<file path="src/rtl/sar_adc_pkg.sv">
package sar_adc_pkg;

    typedef enum logic [1:0] {
        ST_IDLE   = 2'd0,
        ST_SETTLE = 2'd1,
        ST_TRIAL  = 2'd2,
        ST_DONE   = 2'd3
    } seq_state_t;

    // word indices (reg_addr[3:2])
    localparam int unsigned W_DATA = 0;
    localparam int unsigned W_STAT = 1;
    localparam int unsigned W_CTRL = 2;
    localparam int unsigned W_DLY  = 3;

    // control field positions
    localparam int unsigned B_PWR  = 3;
    localparam int unsigned B_IE   = 5;
    localparam int unsigned B_ST   = 6;
    localparam int unsigned CH_W   = 3;
    localparam int unsigned DLY_W  = 6;
    localparam int unsigned DLY_RST = 8;

endpackage

</file>
<file path="src/rtl/sar_adc_seq.sv">
module sar_adc_seq
    import sar_adc_pkg::*;
#(
    parameter int unsigned RES_W = 10,
    parameter int unsigned NCH   = 6
) (
    input  logic             clk,
    input  logic             rst_n,
    input  logic             start_i,
    input  logic             stop_i,
    input  logic             pwr_i,
    input  logic [DLY_W-1:0] dly_i,
    input  logic [CH_W-1:0]  chan_sel_i,
    input  logic             cmp_i,
    output logic             busy_o,
    output logic             done_o,
    output logic [RES_W-1:0] result_o,
    output logic [RES_W-1:0] dac_code_o,
    output logic [CH_W-1:0]  chan_o
);
    localparam int unsigned IDX_W = (RES_W > 1) ? $clog2(RES_W) : 1;
    localparam logic [IDX_W-1:0] IDX_TOP = IDX_W'(RES_W - 1);
    localparam logic [RES_W-1:0] ONE     = RES_W'(1);

    seq_state_t       state_q, state_d;
    logic [DLY_W-1:0] cnt_q;
    logic [IDX_W-1:0] idx_q;
    logic [RES_W-1:0] acc_q;
    logic [CH_W-1:0]  chan_q;
    logic [RES_W-1:0] trial;
    logic [CH_W-1:0]  chan_map;

    assign trial    = acc_q | (ONE << idx_q);
    assign chan_map = (32'(chan_sel_i) < NCH) ? chan_sel_i : '0;

    // next-state logic
    always_comb begin
        state_d = state_q;
        if (start_i) begin
            state_d = ST_SETTLE;
        end else if (stop_i) begin
            state_d = ST_IDLE;
        end else begin
            unique case (state_q)
                ST_IDLE:   state_d = ST_IDLE;
                ST_SETTLE: if (cnt_q == '0) state_d = ST_TRIAL;
                ST_TRIAL:  if (idx_q == '0) state_d = ST_DONE;
                ST_DONE:   state_d = ST_IDLE;
                default:   state_d = ST_IDLE;
            endcase
        end
    end

    // state register
    always_ff @(posedge clk or negedge rst_n) begin
        if (!rst_n) state_q <= ST_IDLE;
        else        state_q <= state_d;
    end

    // datapath registers
    always_ff @(posedge clk or negedge rst_n) begin
        if (!rst_n) begin
            cnt_q  <= '0;
            idx_q  <= '0;
            acc_q  <= '0;
            chan_q <= '0;
        end else if (start_i) begin
            cnt_q  <= dly_i;
            idx_q  <= IDX_TOP;
            acc_q  <= '0;
            chan_q <= chan_map;
        end else begin
            unique case (state_q)
                ST_SETTLE: if (cnt_q != '0) cnt_q <= cnt_q - DLY_W'(1);
                ST_TRIAL: begin
                    if (cmp_i)        acc_q <= trial;
                    if (idx_q != '0)  idx_q <= idx_q - IDX_W'(1);
                end
                default: ;
            endcase
        end
    end

    // outputs
    always_comb begin
        busy_o     = (state_q != ST_IDLE);
        done_o     = (state_q == ST_DONE) && !start_i && !stop_i;
        result_o   = acc_q;
        dac_code_o = (state_q == ST_TRIAL) ? trial : '0;
        chan_o     = chan_q;
    end

    // the converter never runs unpowered
    p_busy_needs_pwr_r8: assert property (@(posedge clk) disable iff (!rst_n)
        (state_q != ST_IDLE) |-> pwr_i);

    // settling counts down by one each cycle
    p_settle_count_r4: assert property (@(posedge clk) disable iff (!rst_n)
        (state_q == ST_SETTLE && cnt_q != '0 && !start_i && !stop_i)
        |=> (state_q == ST_SETTLE && cnt_q == $past(cnt_q) - DLY_W'(1)));

    // first trial code is the MSB alone
    p_first_trial_msb_r5: assert property (@(posedge clk) disable iff (!rst_n)
        (state_q == ST_SETTLE && cnt_q == '0 && !start_i && !stop_i)
        |=> (dac_code_o == (ONE << IDX_TOP)));

    // every trial code has the trial bit set
    p_trial_bit_r5: assert property (@(posedge clk) disable iff (!rst_n)
        (state_q == ST_TRIAL) |-> (dac_code_o != '0));

    // channel driven to the converter is always in range
    p_chan_range_r10: assert property (@(posedge clk) disable iff (!rst_n)
        busy_o |-> (32'(chan_o) < NCH));

endmodule

</file>
<file path="src/rtl/sar_adc_regs.sv">
module sar_adc_regs
    import sar_adc_pkg::*;
#(
    parameter int unsigned RES_W  = 10,
    parameter int unsigned ADDR_W = 4,
    parameter int unsigned DATA_W = 32
) (
    input  logic              clk,
    input  logic              rst_n,
    input  logic              wr_i,
    input  logic [ADDR_W-1:0] addr_i,
    input  logic [DATA_W-1:0] wdata_i,
    output logic [DATA_W-1:0] rdata_o,
    input  logic              busy_i,
    input  logic              done_i,
    input  logic [RES_W-1:0]  result_i,
    output logic              start_o,
    output logic              stop_o,
    output logic              pwr_o,
    output logic              irq_o,
    output logic [CH_W-1:0]   chan_sel_o,
    output logic [DLY_W-1:0]  dly_o
);
    logic [1:0]       word;
    logic             ctrl_wr;
    logic [RES_W-1:0] data_q;
    logic [CH_W-1:0]  chan_q;
    logic             pwr_q, ie_q, st_q;
    logic [DLY_W-1:0] dly_q;
    logic             unused_bits;

    assign word        = addr_i[3:2];
    assign ctrl_wr     = wr_i && (word == 2'(W_CTRL));
    assign unused_bits = ^{addr_i, wdata_i};

    always_ff @(posedge clk or negedge rst_n) begin
        if (!rst_n) begin
            data_q <= '0;
            chan_q <= '0;
            pwr_q  <= 1'b0;
            ie_q   <= 1'b0;
            st_q   <= 1'b0;
            dly_q  <= DLY_W'(DLY_RST);
        end else begin
            if (done_i) data_q <= result_i;
            if (ctrl_wr) begin
                chan_q <= wdata_i[CH_W-1:0];
                pwr_q  <= wdata_i[B_PWR];
                ie_q   <= wdata_i[B_IE];
                st_q   <= st_q & wdata_i[B_ST];
            end else if (done_i) begin
                st_q   <= 1'b1;
            end
            if (wr_i && word == 2'(W_DLY)) dly_q <= wdata_i[DLY_W-1:0];
        end
    end

    always_comb begin
        rdata_o = '0;
        unique case (word)
            2'(W_DATA): rdata_o = DATA_W'(data_q);
            2'(W_STAT): rdata_o = DATA_W'(busy_i);
            2'(W_CTRL): begin
                rdata_o[CH_W-1:0] = chan_q;
                rdata_o[B_PWR]    = pwr_q;
                rdata_o[B_IE]     = ie_q;
                rdata_o[B_ST]     = st_q;
            end
            default:    rdata_o = DATA_W'(dly_q);
        endcase
    end

    assign start_o    = ctrl_wr &&  wdata_i[B_PWR];
    assign stop_o     = ctrl_wr && !wdata_i[B_PWR];
    assign pwr_o      = pwr_q;
    assign irq_o      = st_q & ie_q;
    assign chan_sel_o = chan_q;
    assign dly_o      = dly_q;

    // status rises only after a completed conversion
    p_status_from_done_r7: assert property (@(posedge clk) disable iff (!rst_n)
        $rose(st_q) |-> $past(done_i));

    // data only changes on completion
    p_data_hold_r6: assert property (@(posedge clk) disable iff (!rst_n)
        !done_i |=> $stable(data_q));

    // a control write of zero leaves no pending interrupt
    p_zero_clears_r8: assert property (@(posedge clk) disable iff (!rst_n)
        (ctrl_wr && wdata_i == '0) |=> (!irq_o && !pwr_o));

endmodule

</file>
<file path="src/rtl/sar_adc_ctl.sv">
module sar_adc_ctl
    import sar_adc_pkg::*;
#(
    parameter int unsigned RES_W  = 10,
    parameter int unsigned NCH    = 6,
    parameter int unsigned ADDR_W = 4,
    parameter int unsigned DATA_W = 32
) (
    input  logic              clk,
    input  logic              rst_n,
    input  logic              reg_wr,
    input  logic [ADDR_W-1:0] reg_addr,
    input  logic [DATA_W-1:0] reg_wdata,
    output logic [DATA_W-1:0] reg_rdata,
    output logic              irq,
    output logic              adc_pwr,
    output logic [CH_W-1:0]   dac_chan,
    output logic [RES_W-1:0]  dac_code,
    input  logic              cmp_in
);
    logic             start, stop, busy, done;
    logic [RES_W-1:0] result;
    logic [CH_W-1:0]  chan_sel;
    logic [DLY_W-1:0] dly;

    sar_adc_regs #(.RES_W(RES_W), .ADDR_W(ADDR_W), .DATA_W(DATA_W)) u_regs (
        .clk        (clk),
        .rst_n      (rst_n),
        .wr_i       (reg_wr),
        .addr_i     (reg_addr),
        .wdata_i    (reg_wdata),
        .rdata_o    (reg_rdata),
        .busy_i     (busy),
        .done_i     (done),
        .result_i   (result),
        .start_o    (start),
        .stop_o     (stop),
        .pwr_o      (adc_pwr),
        .irq_o      (irq),
        .chan_sel_o (chan_sel),
        .dly_o      (dly)
    );

    sar_adc_seq #(.RES_W(RES_W), .NCH(NCH)) u_seq (
        .clk        (clk),
        .rst_n      (rst_n),
        .start_i    (start),
        .stop_i     (stop),
        .pwr_i      (adc_pwr),
        .dly_i      (dly),
        .chan_sel_i (reg_wdata[CH_W-1:0]),
        .cmp_i      (cmp_in),
        .busy_o     (busy),
        .done_o     (done),
        .result_o   (result),
        .dac_code_o (dac_code),
        .chan_o     (dac_chan)
    );

    // busy drops only through completion or an abort write
    p_busy_end_r3: assert property (@(posedge clk) disable iff (!rst_n)
        $fell(busy) |-> ($past(done) || $past(stop)));

    logic unused_sel;
    assign unused_sel = ^chan_sel;

endmodule

</file>
<file path="config.mk">
export PLATFORM = sky130hd
export DESIGN_NAME = sar_adc_ctl
export DESIGN_NICKNAME = d
export VERILOG_FILES = /design/src/rtl/sar_adc_pkg.sv /design/src/rtl/sar_adc_seq.sv /design/src/rtl/sar_adc_regs.sv /design/src/rtl/sar_adc_ctl.sv
export SDC_FILE = /design/constraint.sdc
export NUM_CORES = 1
export LEC_CHECK = 0
export ABC_AREA = 1
export BUFFER_PORTS_ARGS = -buffer_cell sky130_fd_sc_hd__buf_4
export CAP_MARGIN = 10
export CORE_MARGIN = 10
export CORE_UTILIZATION = 45
export DETAILED_ROUTE_END_ITERATION = 6
export HOLD_SLACK_MARGIN = 0.1
export PLACE_DENSITY = 0.73
export SLEW_MARGIN = 20
export SYNTH_ARGS = -nofsm -noshare
export SYNTH_HDL_FRONTEND = slang
export SYNTH_SLANG_ARGS = --single-unit
</file>
<file path="constraint.sdc">
create_clock -name clk -period 2.1 [get_ports clk]
set_clock_uncertainty 0.05 [all_clocks]
set_input_delay 0.315 -clock clk [delete_from_list [all_inputs] [get_ports clk]]
set_output_delay 0.315 -clock clk [all_outputs]
set_load 0.05 [all_outputs]
</file>
==> flow_metrics.py <==
metrics = {
    "place": {
        "dp_hpwl_mm": 4.44,
        "placed_area_um2": 2920,
        "buffers_added_on_ports": 37,
        "worst_slack_at_placement_ps": 281,
        "gp_congestion": 0.879,
    },
    "setup_path": {
        "startpoint_type": "register",
        "arrival_ps": 1620,
        "worst_path_most_repeated_cell": "inv_1",
        "cpLargestDelayFamily": "flip-flops",
        "worstSetupEndpointType": "output pin",
        "worst-path-buf-inv": 4,
        "slowest_stage": "dfrtp_2",
        "cp_max_fo": 5,
        "timing.critical_path.cells": "inv_2 -> ha_2 -> inv_1 -> o21ai_2 -> inv_1 -> nor2_1 -> buf_6",
        "crit_path_max_incr_delay_ps": 450,
        "timing_worst_setup_path_type": "register to output pin",
        "timing.critical_path.required_ps": 1740,
    },
    "sta": {
        "finalSetupViolations": 0,
        "fmax_mhz": 503,
        "hold_viol": 0,
        "timing.hold.ws_ps": 187,
        "setup_total_negative_slack_ps": 0,
        "tightest_slew_ps": 588,
        "finalCriticalPeriod_ps": 1990,
        "setup_repair_after_global_routing_missed_its_margin": "yes",
        "postLayoutSetupSlackWorst_ps": 111,
        "crit_share_post_route_pct": 94.7,
        "final_max_tran_viols": 0,
        "slew-limit-headroom_pct": 60.8,
    },
    "cts": {
        "clock_latency_ps": 300,
        "clock_pin_slew_on_the_worst_setup_and_hold_paths_ps": 90,
        "number_of_buffers_created_by_cts": 5,
        "number_of_buffers_inserted_by_post_cts_setup_repair": 0,
        "clock_path_buffers": 2,
        "cts_tree": "yes",
        "h-tree-depth": 2,
        "root_buffer": "clkbuf_8",
        "clock-sinks": 47,
    },
    "cells_and_area": {
        "drive_gt1_share_pct": 17.6,
        "synthToLayoutAreaGrowth_pct": 14.7,
        "postLayoutCellArea_um2": 3060,
        "nNetsFinal": 436,
        "insertedDiodeCount": 0,
    },
    "routing": {
        "drc_errors": 0,
        "routed_wirelength_mm": 6.06,
        "top_layer_used": "met4",
        "drt_iter0_drc": 120,
        "wirelength_met1_mm": 2.54,
        "route.detailed.wl_per_inst_um": 13.1,
        "drt_pass1_iterations": 4,
        "via_per_inst": 4.80,
        "ant_nets": 0,
        "route.vias.total": 2215,
        "routed-wl-met3_um": 409,
        "routed-wl-met2_mm": 3.05,
    },
    "logic_synthesis": {
        "ys_top_cells_by_area": "dfrtp_1 43%, nand2_1 13%, inv_1 7.3%, buf_4 7.0%, o21ai_0 6.4%",
        "synth.yosys.warnings": 0,
        "synth_area_per_cell_um2": 7.70,
        "synth-edff-count": 0,
        "synth_ff_type": "dfrtp_1",
        "synthesis.instances": 347,
        "synth.largest_area_cell": "dfrtp_1",
        "post_synth_instance_area_um2": 2670,
        "yosys-top-cells-count": "90 x nand2_1, 52 x inv_1, 46 x dfrtp_1",
        "async_set_or_reset_register_ratio_after_synthesis_pct": 100,
        "ys_ff_latch": 47,
        "yosys.cell_types.count": 26,
        "post-synth-top-area-fraction_pct": 43.1,
        "yosysMostFrequentCell": "nand2_1",
        "synth-seq-area-share_pct": 44.1,
    },
    "floorplan": {
        "floorplan_core_area_um2": 5850,
        "die_height_um": 97.0,
        "fp.dieArea_um2": 9420,
        "pin_count": 87,
        "die_w_um": 97.0,
        "start_util_pct": 45.7,
        "floorplan.rows": 28,
    },
    "power_and_ir_drop": {
        "p_leak_uw": 0.00154,
        "power_per_cell_area_nw_per_um2": 1120,
        "vdd_ir_drop_max_v": 0.000366,
        "finalPower_uw": 3420,
    },
    "global_routing": {
        "grt_antenna_before_repair": 0,
        "grt_max_degree": 48,
        "grt_pass1_wl_mm": 10.2,
        "gr-total-overflow": 0,
        "globalRouteTotalUtil_pct": 12.6,
        "first_global_vias": 2131,
    },
    "outcome": {
        "result_of_the_run": "complete, no violations",
    },
    "flow_run": {
        "maxCapViolCount": 0,
    },
    "worst_hold_path": {
        "hold_path.class": "primary input to register",
    },
}
[routing by layer]
metal  vias up  global-route usage [%]
met5         -                       0
met4         0                    3.75
met3         8                    3.49
met2        55                    21.8
met1      1037                    14.8
li1       1115                       -
[cells by family (layout without fill, tap and decap cells)]
| kind of cell | count (synthesis) | after routing | synth area share, % |
|---|---|---|---|
| XOR/XNOR | 3 | 3 | 0.984 |
| other | 1 | 22 | 0.140 |
| multiplexers | 2 | 2 | 0.843 |
| buffers and inverters | 83 | 101 | 15.3 |
| AND/OR/NAND/NOR | 143 | 143 | 22.4 |
| adder cells (fa/ha/maj) | 11 | 11 | 5.15 |
| flip-flops | 47 | 47 | 44.1 |
| AO/OA/AOI/OAI | 57 | 57 | 11.1 |
[worst register-to-register path, delay by kind of cell (launching register included)]
family / cells / cell delay, ps
adder cells (fa/ha/maj): 1 / 200
AND/OR/NAND/NOR: 5 / 710
flip-flops: 1 / 450
buffers and inverters: 1 / 110
[final cells by class]
type | count | area (um^2)
fillers | 574 | 2790
clock buffers | 8 | 100
well taps | 75 | 93.8
multi-input cells | 238 | 1180
inverters | 54 | 203
repair buffers | 39 | 307
flip-flops and latches | 47 | 1180
[stage by stage]
stage / std cells / util (%)
CTS: 461 / 51.8
detailed placement: 452 / 50.0
global route: 461 / 52.4
global placement: 452 / 50.0
floorplan: 368 / -
finish: 461 / 52.4
[report_power, final]
part,internal [uW],switching [uW]
clock,301,296
combinational,490,1060
sequential,1110,168
[path summary, 6_finish.rpt]
| path | start | endpoint | slack, ps | cells after the start |
|---|---|---|---|---|
| max | u_seq.idx_q[0] | dac_code[4] | 110 | 7 |
| min | reg_wdata[1] | u_regs.chan_sel_o[1] | 190 | 3 |
| max reg2reg | u_seq.idx_q[0] | u_seq.state_q[0] | 490 | 7 |
| min reg2reg | u_regs.data_q[2] | u_regs.data_q[2] | 440 | 2 |
| max in group asynchronous | rst_n | u_seq.idx_q[0] | 1070 | 2 |
| min in group asynchronous | rst_n | u_seq.result_o[8] | 500 | 2 |
[layout by cell type (no fill, tap or decap), types with 3 or more instances in the layout]
cell / synthesis / routed
buf_4: 25 / 35
inv_1: 52 / 48
nand2_2: 4 / 5
clkbuf_8: 0 / 7
nand3_1: 23 / 23
nor2_1: 20 / 20
o21ai_0: 34 / 26
o21ai_1: 4 / 10
inv_2: 2 / 6
buf_6: 0 / 3
dfrtp_1: 46 / 45
a21oi_1: 15 / 14
nand2_1: 90 / 89
ha_1: 11 / 9
conb_1: 1 / 22
[sequential cells by signal, indices dropped and copies added (netlist names)]
| name | cells |
|---|---|
| u_regs.st_q | 1 |
| u_regs.ie_q | 1 |
| u_seq.result_o | 10 |
| u_seq.idx_q | 4 |
| u_regs.chan_sel_o | 3 |
| u_seq.cnt_q | 6 |
| u_regs.data_q | 10 |
| u_seq.state_q | 2 |
| u_seq.chan_o | 3 |
| u_regs.pwr_o | 1 |
| u_regs.dly_o | 6 |
[repair_timing]
action / 4_1_cts / 5_1_grt
pin swaps: 0 / 1
resized for setup: 2 / 20
hold buffers: 1 / 0
hold endpoints to repair: 46 / 0
endpoints found under the setup margin: 4 / 10
(Power assumes the default switching activity.)
